File: src/rtl/zp_bank_remap.sv
module zp_bank_remap (
  input  logic        clk,
  input  logic        rst_n,
  input  logic        bus_valid,
  input  logic        bus_we,
  input  logic [15:0] bus_addr,
  input  logic [7:0]  bus_wdata,
  output logic        remap_hit,
  output logic [30:0] phys_addr
);
  localparam logic [1:0] TAG_PASS = 2'b00;
  localparam logic [1:0] TAG_WINA = 2'b01;
  localparam logic [1:0] TAG_WINB = 2'b10;
  localparam logic [1:0] TAG_ZP   = 2'b11;

  logic [15:0] bank_a, bank_b;
  logic [7:0]  idx [4];

  wire in_zp  = bus_addr[15:8] == 8'h00;
  wire wr     = bus_valid && bus_we && in_zp;

  always_ff @(posedge clk) begin
    if (!rst_n) begin
      bank_a <= '0;
      bank_b <= '0;
      for (int i = 0; i < 4; i++) idx[i] <= '0;
    end else if (wr) begin
      case (bus_addr[7:0])
        8'h1C: bank_a[7:0]  <= bus_wdata;
        8'h1D: bank_a[15:8] <= bus_wdata;
        8'h1E: bank_b[7:0]  <= bus_wdata;
        8'h1F: bank_b[15:8] <= bus_wdata;
        8'h80, 8'h81, 8'h82, 8'h83: idx[bus_addr[1:0]] <= bus_wdata;
        default: ;
      endcase
    end
  end

  wire win_a   = bus_addr[15:13] == 3'b011;
  wire win_b   = bus_addr[15:13] == 3'b100;
  wire scratch = in_zp && bus_addr[7:4] == 4'hB;
  wire slice   = in_zp && bus_addr[7:6] == 2'b11;
  wire a_on    = bank_a != 16'h0;
  wire b_on    = bank_b != 16'h0;

  always_comb begin
    remap_hit = 1'b1;
    if (win_a && a_on)
      phys_addr = {TAG_WINA, bank_a, bus_addr[12:0]};
    else if (win_b && b_on)
      phys_addr = {TAG_WINB, bank_b, bus_addr[12:0]};
    else if (scratch && a_on)
      phys_addr = {TAG_ZP, 1'b1, 8'h00, bank_a, bus_addr[3:0]};
    else if (slice)
      phys_addr = {TAG_ZP, 1'b0, 14'h0, bus_addr[5:4], idx[bus_addr[5:4]], bus_addr[3:0]};
    else begin
      remap_hit = 1'b0;
      phys_addr = {TAG_PASS, 13'h0, bus_addr};
    end
  end
endmodule

File: config.mk
export PLATFORM = sky130hd
export DESIGN_NAME = zp_bank_remap
export DESIGN_NICKNAME = d
export VERILOG_FILES = /design/src/rtl/zp_bank_remap.sv
export SDC_FILE = /design/constraint.sdc
export NUM_CORES = 1
export LEC_CHECK = 0
export ABC_AREA = 1
export ABC_CLOCK_PERIOD_IN_PS = 2000
export BUFFER_PORTS_ARGS = -buffer_cell sky130_fd_sc_hd__buf_2
export CAP_MARGIN = 10
export CORE_UTILIZATION = 46
export DETAILED_ROUTE_END_ITERATION = 7
export PLACE_DENSITY = 0.7
export SLEW_MARGIN = 20
export SYNTH_ARGS = -nofsm -noshare
export SYNTH_HDL_FRONTEND = slang
export SYNTH_SLANG_ARGS = --single-unit
File: constraint.sdc
create_clock -name clk -period 2 [get_ports clk]
set_input_delay 0.2 -clock clk [delete_from_list [all_inputs] [get_ports clk]]
set_output_delay 0.2 -clock clk [all_outputs]
set_load 0.01 [all_outputs]
## Word level (Yosys, flattened, before mapping)

Memory sizes are Yosys's and may differ from the RTL's.
Cells that the tools add are included.

- Memories: 1
- Memory bits (writable): 32
- Output and inout bits: 32
- Bits in registers: 32

- Reduce and logical (&&, ||, !) cells: 16
- Multiplexer cells: 16
- Equality and inequality tests: 12

Memory list:

| memory | words | bits a word | rd ports | clocked after memory_dff | write ports | line | text |
|---|---|---|---|---|---|---|---|
| idx | 4 | 8 | 1 | 0 | 4 | 17 | `logic [7:0] idx [4];` |

Operator list:

| kind | number |
|---|---|
| 2-to-1 mux 31 bit | 4 |
| == test 8 x 5 -> 1 bit (second input constant) | 4 |
| == test 8 bit (second input constant) | 4 |
| nonzero test 16 bit | 2 |
| 2-to-1 mux 1 bit | 10 |
| zero test 8 bit | 1 |
| 2-to-1 mux 8 bit | 1 |
| AND reduction 2 bit | 4 |
| OR reduction 8 bit | 1 |
| logical AND 1 bit | 7 |
| == test 4 bit (second input constant) | 1 |
| OR reduction 4 bit | 1 |
| == test 3 x 2 -> 1 bit (second input constant) | 1 |
| == test 3 bit (second input constant) | 1 |
| == test 2 bit (second input constant) | 1 |
| 2-to-1 mux 2 bit | 1 |

## Depth between registers and ports, before layout

- Word-level depth: 8
- Depth in mapped cells: 10
- Gate-level depth less buffers: 9

## Worst setup path before layout

OpenSTA, ideal clock, no wires.

- Path kind: input port to flip-flop
- Start point: input bus_addr[5]
- End point: memory idx[3][0], enable pin
- Path slack: -67 ps
- Arrival time: 1683 ps
- Cell stages on the path: 6
- Buffers on the path: 1
- Path through: buf_4 -> nor2_4 -> inv_1 -> nor4_4 -> nand2_1 -> o21ai_0

RTL lines:

| element | line | text |
|---|---|---|
| from (decl) | 6 | `input logic [15:0] bus_addr,` |
| to (decl) | 17 |  |

## Final worst setup path

- Start point: register bank_a[1]
- End point: output phys_addr[28]

- Word-level cells in the longest chain between the ends: 5

RTL lines:

| element | line | text |
|---|---|---|
| from (decl) | 16 | `logic [15:0] bank_a, bank_b;` |
| from (signal assigned) | 29 | `8'h1C: bank_a[7:0] <= bus_wdata;` |
| nonzero test 16 bit * | 43 | `wire a_on = bank_a != 16'h0;` |
| logical AND 1 bit | 52 | `else if (scratch && a_on)` |
| 2-to-1 mux 31 bit | 52 |  |
| 2-to-1 mux 31 bit | 50 | `else if (win_b && b_on)` |
| 2-to-1 mux 31 bit * | 48 | `if (win_a && a_on)` |
| to (decl) | 9 | `output logic [30:0] phys_addr` |

Every way passes the cells marked *; elsewhere a longest branch is shown, timed or not.

==> impl_metrics.prom <==
# TYPE chip_impl_metric gauge
chip_impl_metric{name="post_route_cells_drive_above_1_share",unit="%"} 27.0
chip_impl_metric{name="worstSkewPairLatency",unit="ns"} 0.34
chip_impl_metric{name="io_buffer_count",unit=""} 59
chip_impl_metric{name="postSynthRegisterBits",unit=""} 64
chip_impl_metric{name="syn-instance-count",unit=""} 469
chip_impl_metric{name="grt_pass1_vias",unit=""} 3098
chip_impl_metric{name="die_area",unit="um2"} 7800
chip_impl_metric{name="finish.utilization",unit="%"} 59.5
chip_impl_metric{name="filler_cell_count",unit=""} 676
chip_impl_info{name="grt_setup_unrepaired",value="yes"} 1
chip_impl_metric{name="crit_fanout",unit=""} 7
chip_impl_metric{name="final_max_slew_viol_count",unit=""} 0
chip_impl_info{name="cp_cell_sequence",value="nor2_2 -> nand2_1 -> nor2_1 -> nand2_2 -> nand2_4 -> clkinvlp_4 -> nand2_2 -> o211ai_1 -> buf_2"} 1
chip_impl_metric{name="dr_wl_cell",unit="um"} 16.0
chip_impl_metric{name="drt.antenna.violating_nets",unit=""} 0
chip_impl_info{name="critical_path.reg2reg.startpoint",value="bank_a[6]"} 1
chip_impl_metric{name="first_iteration_detailed_routing_drc_count",unit=""} 448
chip_impl_metric{name="power_frac_comb",unit="%"} 8.3
chip_impl_metric{name="syn_avg_cell_area",unit="um2"} 7.31
chip_impl_metric{name="postCtsHoldBufs",unit=""} 0
chip_impl_metric{name="cap_violations",unit=""} 0
chip_impl_metric{name="switching_share",unit="%"} 23.9
chip_impl_metric{name="hold_viol",unit=""} 0
chip_impl_metric{name="ctsLongestPathBuffers",unit=""} 2
chip_impl_metric{name="worst-r2r-cell-count",unit=""} 3
chip_impl_metric{name="clock-skew-final",unit="ns"} 0
chip_impl_metric{name="worst_path_largest_cell_delay",unit="ns"} 0.35
chip_impl_info{name="holdCritPathClass",value="in -> reg"} 1
chip_impl_metric{name="min_period_over_period",unit="%"} 101
chip_impl_metric{name="share_seq_of_total_power",unit="%"} 49.4
chip_impl_info{name="end_kind",value="primary output"} 1
chip_impl_metric{name="grt_start_max_net_pins",unit=""} 25
chip_impl_metric{name="initial_core_util",unit="%"} 47.5
chip_impl_info{name="crit-reg2reg-capture",value="bank_a[6]"} 1
chip_impl_metric{name="clkSinkCount",unit=""} 64
chip_impl_metric{name="grt-ovfl-total",unit=""} 0
chip_impl_metric{name="synthesis.nets",unit=""} 497
chip_impl_metric{name="period_needed",unit="ns"} 2.02
chip_impl_metric{name="synth.distinct_cells",unit=""} 31
chip_impl_metric{name="h-tree-depth",unit=""} 3
chip_impl_metric{name="drt-total-wl",unit="um"} 10500
chip_impl_metric{name="timing.final.ws_setup",unit="ns"} -0.0215
chip_impl_metric{name="boundaryPins",unit=""} 60
chip_impl_metric{name="gp_congestion",unit=""} 0.907
chip_impl_info{name="setup.worst_path.start",value="bank_a[1]"} 1
chip_impl_info{name="outcome",value="finished, violations left"} 1
chip_impl_metric{name="cellInternalPower",unit="mW"} 2.17
chip_impl_info{name="final_cell_mix",value="117 x sky130_fd_sc_hd__nand2_1, 78 x sky130_fd_sc_hd__nor2_1, 57 x sky130_fd_sc_hd__buf_2, 40 x sky130_fd_sc_hd__nand3_1, 34 x sky130_fd_sc_hd__a21oi_1"} 1
chip_impl_metric{name="timing.critical_path.required",unit="ns"} 1.80
chip_impl_metric{name="setup-violations-final",unit=""} 4
chip_impl_info{name="cp_slowest_cell",value="sky130_fd_sc_hd__dfxtp_2"} 1
chip_impl_metric{name="synth_fa_ha_area_share",unit="%"} 0
chip_impl_metric{name="first_pass_iters",unit=""} 6
chip_impl_metric{name="hpwlAfterDp",unit="um"} 7440
chip_impl_metric{name="placeableCoreArea",unit="um2"} 7210
chip_impl_metric{name="synth_xor_xnor_area_share",unit="%"} 0
chip_impl_metric{name="complex_gate_fraction_of_the_synthesized_area",unit="%"} 9.08
chip_impl_metric{name="p_leak",unit="nW"} 1.89
chip_impl_info{name="cts.root.buffer_cell",value="sky130_fd_sc_hd__clkbuf_8"} 1
chip_impl_metric{name="power_frac_clock",unit="%"} 42.4
chip_impl_info{name="synth_top_family_by_area",value="simple AND/OR/NAND/NOR gates"} 1
chip_impl_metric{name="rows",unit=""} 31
chip_impl_metric{name="holdPathStages",unit=""} 3
chip_impl_metric{name="clk_pin_slew_worst_paths",unit="ns"} 0.07
chip_impl_metric{name="antenna_found_initial",unit=""} 0
chip_impl_metric{name="vdd_drop_max",unit="mV"} 0.443
chip_impl_metric{name="cp.arrival",unit="ns"} 1.82
chip_impl_metric{name="reg2reg_setup_slack",unit="ns"} 1.20
chip_impl_metric{name="pre_cts_setup_slack",unit="ns"} 0.179
chip_impl_metric{name="relSlewSlack",unit="%"} 69.1
chip_impl_metric{name="final_nets",unit=""} 578
chip_impl_metric{name="die_x",unit="um"} 88.3
chip_impl_metric{name="groute.usage.overall",unit="%"} 28.1
chip_impl_info{name="tritoncts",value="built"} 1
chip_impl_info{name="worstSetupEndpoint",value="phys_addr[28]"} 1
chip_impl_metric{name="power_density",unit="nW/um2"} 665
chip_impl_metric{name="power.net_switching",unit="uW"} 682
chip_impl_metric{name="synthMuxAreaShare",unit="%"} 0
chip_impl_metric{name="vias",unit=""} 3566
chip_impl_metric{name="vias_per_cell",unit=""} 5.45
chip_impl_info{name="violations",value="negative setup slack"} 1
chip_impl_metric{name="drc",unit=""} 0
chip_impl_metric{name="synth_seq_area_share",unit="%"} 46.7
chip_impl_metric{name="max_clock_freq",unit="MHz"} 495
chip_impl_info{name="mostFrequentLayoutCell",value="sky130_fd_sc_hd__nand2_1"} 1
chip_impl_metric{name="worstMarginPinSlew",unit="ns"} 0.463
chip_impl_metric{name="mappedNetlistArea",unit="um2"} 3430
chip_impl_metric{name="antennaDiodeCount",unit=""} 0
chip_impl_metric{name="die_h",unit="um"} 88.3
chip_impl_info{name="worstSetupStartpointType",value="register"} 1
chip_impl_metric{name="grt_pass1_wl",unit="um"} 16000
chip_impl_info{name="path_class",value="reg -> out"} 1
chip_impl_info{name="timing.critical_path.mode_cell",value="sky130_fd_sc_hd__nand2_2"} 1
chip_impl_metric{name="cts_inserted_buffers",unit=""} 9
chip_impl_metric{name="syn_to_final_growth",unit="%"} 25.2
chip_impl_metric{name="synth.yosys.warnings",unit=""} 0
chip_impl_metric{name="synth_simple_gate_area_share",unit="%"} 37.1
-- cell usage after synthesis --
library cell               count  area (um2)
sky130_fd_sc_hd__buf_1         1        3.75
sky130_fd_sc_hd__buf_4         6        45.0
sky130_fd_sc_hd__nor2_4        1        11.3
sky130_fd_sc_hd__nand3_1      40         200
sky130_fd_sc_hd__clkinv_2      1        5.00
sky130_fd_sc_hd__a22o_1        1        8.76
sky130_fd_sc_hd__a22oi_1       1        7.51
sky130_fd_sc_hd__or2_2         1        6.26
sky130_fd_sc_hd__clkbuf_1      7        26.3
sky130_fd_sc_hd__nor2_1       84         315
sky130_fd_sc_hd__clkinv_1      4        15.0
sky130_fd_sc_hd__nand2_2       1        6.26
sky130_fd_sc_hd__nand2_1     128         480
sky130_fd_sc_hd__o21bai_1      1        7.51
sky130_fd_sc_hd__nor2_2       10        62.6
sky130_fd_sc_hd__nand3b_1      8        60.1
sky130_fd_sc_hd__edfxtp_1     32         961
sky130_fd_sc_hd__nor3_4        1        16.3
sky130_fd_sc_hd__o21ai_0      19        95.1
sky130_fd_sc_hd__or2_0         1        6.26
sky130_fd_sc_hd__and2_1        1        6.26
sky130_fd_sc_hd__inv_2         2        7.51
sky130_fd_sc_hd__a21oi_1      34         170
sky130_fd_sc_hd__nand3_4       1        17.5
sky130_fd_sc_hd__buf_2         3        15.0
sky130_fd_sc_hd__o211ai_1      3        22.5
sky130_fd_sc_hd__nor4_4        1        21.3
sky130_fd_sc_hd__dfxtp_1      32         641
sky130_fd_sc_hd__inv_1        34         128
sky130_fd_sc_hd__nand4_1       9        56.3
sky130_fd_sc_hd__nor3_1        1        5.00
-- worst min path at each step --
stage / start / end
floorplan: bus_wdata[6] / bank_b[14]
global placement: bank_b[14] / bank_b[14]
detailed placement: bank_b[2] / bank_b[2]
CTS: bus_wdata[7] / bank_a[15]
global route: bus_wdata[7] / bank_a[15]
finish: bus_wdata[7] / bank_a[7]
-- sequential cells by signal, indices dropped and copies added, names as in the netlist --
signal and flops:
idx 32, bank_a 16, bank_b 16
-- what timing repair did --
item                                    CTS  global route
endpoints found under the setup margin   13            28
hold endpoints to repair                  0             0
cloned                                    1             0
pin swaps                                 0            12
resized for setup                         8            34
buffers inserted                          0             3
-- layout make-up --
type / count / area [um2] / share of cell area [%]
clock buffer: 10 / 128 / 2.97
clock inverter: 6 / 83.8 / 1.95
inverter: 41 / 161 / 3.76
multi-input combinational: 347 / 1650 / 38.4
sequential: 64 / 1620 / 37.7
tap: 99 / 124 / 2.88
timing repair buffer: 86 / 523 / 12.2
timing repair inverter: 1 / 7.51 / 0.175
-- metrics by stage --
step	cells	hold slack (ns)	total power [mW]	setup TNS, ns	area, um2
after detailed placement	634	0.459	1.67	0	3940
after CTS	651	0.172	2.86	0	4180
after global placement	634	0.449	1.67	0	3940
after floorplan	469	0.368	1.56	-2.16	3430
final	654	0.176	2.86	-0.0389	4290
after global routing	654	0.186	2.94	-0.996	4290
-- power by group through the flow --
stage | combinational, mW | sequential, mW | clock (mW)
5_1_grt | 0.256 | 1.41 | 1.27
3_3_place_gp | 0.228 | 1.44 | 0
4_1_cts | 0.231 | 1.41 | 1.21
6_report | 0.236 | 1.41 | 1.21
2_1_floorplan | 0.122 | 1.44 | 0
3_5_place_dp | 0.230 | 1.44 | 0
-- cell families after synthesis --
| group | after synthesis |
|---|---|
| compound gates | 59 |
| buf+inv | 58 |
| simple gates | 288 |
| flops | 64 |
-- layer usage --
metal / global-route usage, % / share of wire [%] / up-vias / routed length [um]
met2: 41.0 / 44 / 219 / 4610
met3: 5.50 / 9.3 / 34 / 972
met4: 10.3 / 3.1 / 0 / 321
met1: 41.2 / 44 / 1616 / 4560
met5: 0 / 0 / - / 0
li1: - / - / 1697 / -
-- worst max-delay path, delay by kind of cell, from the launching register on --
kind	cells	cell delay [ns]
simple gates	6	0.69
compound gates	1	0.10
buf+inv	2	0.34
flops	1	0.35
(Power assumes the default switching activity.)
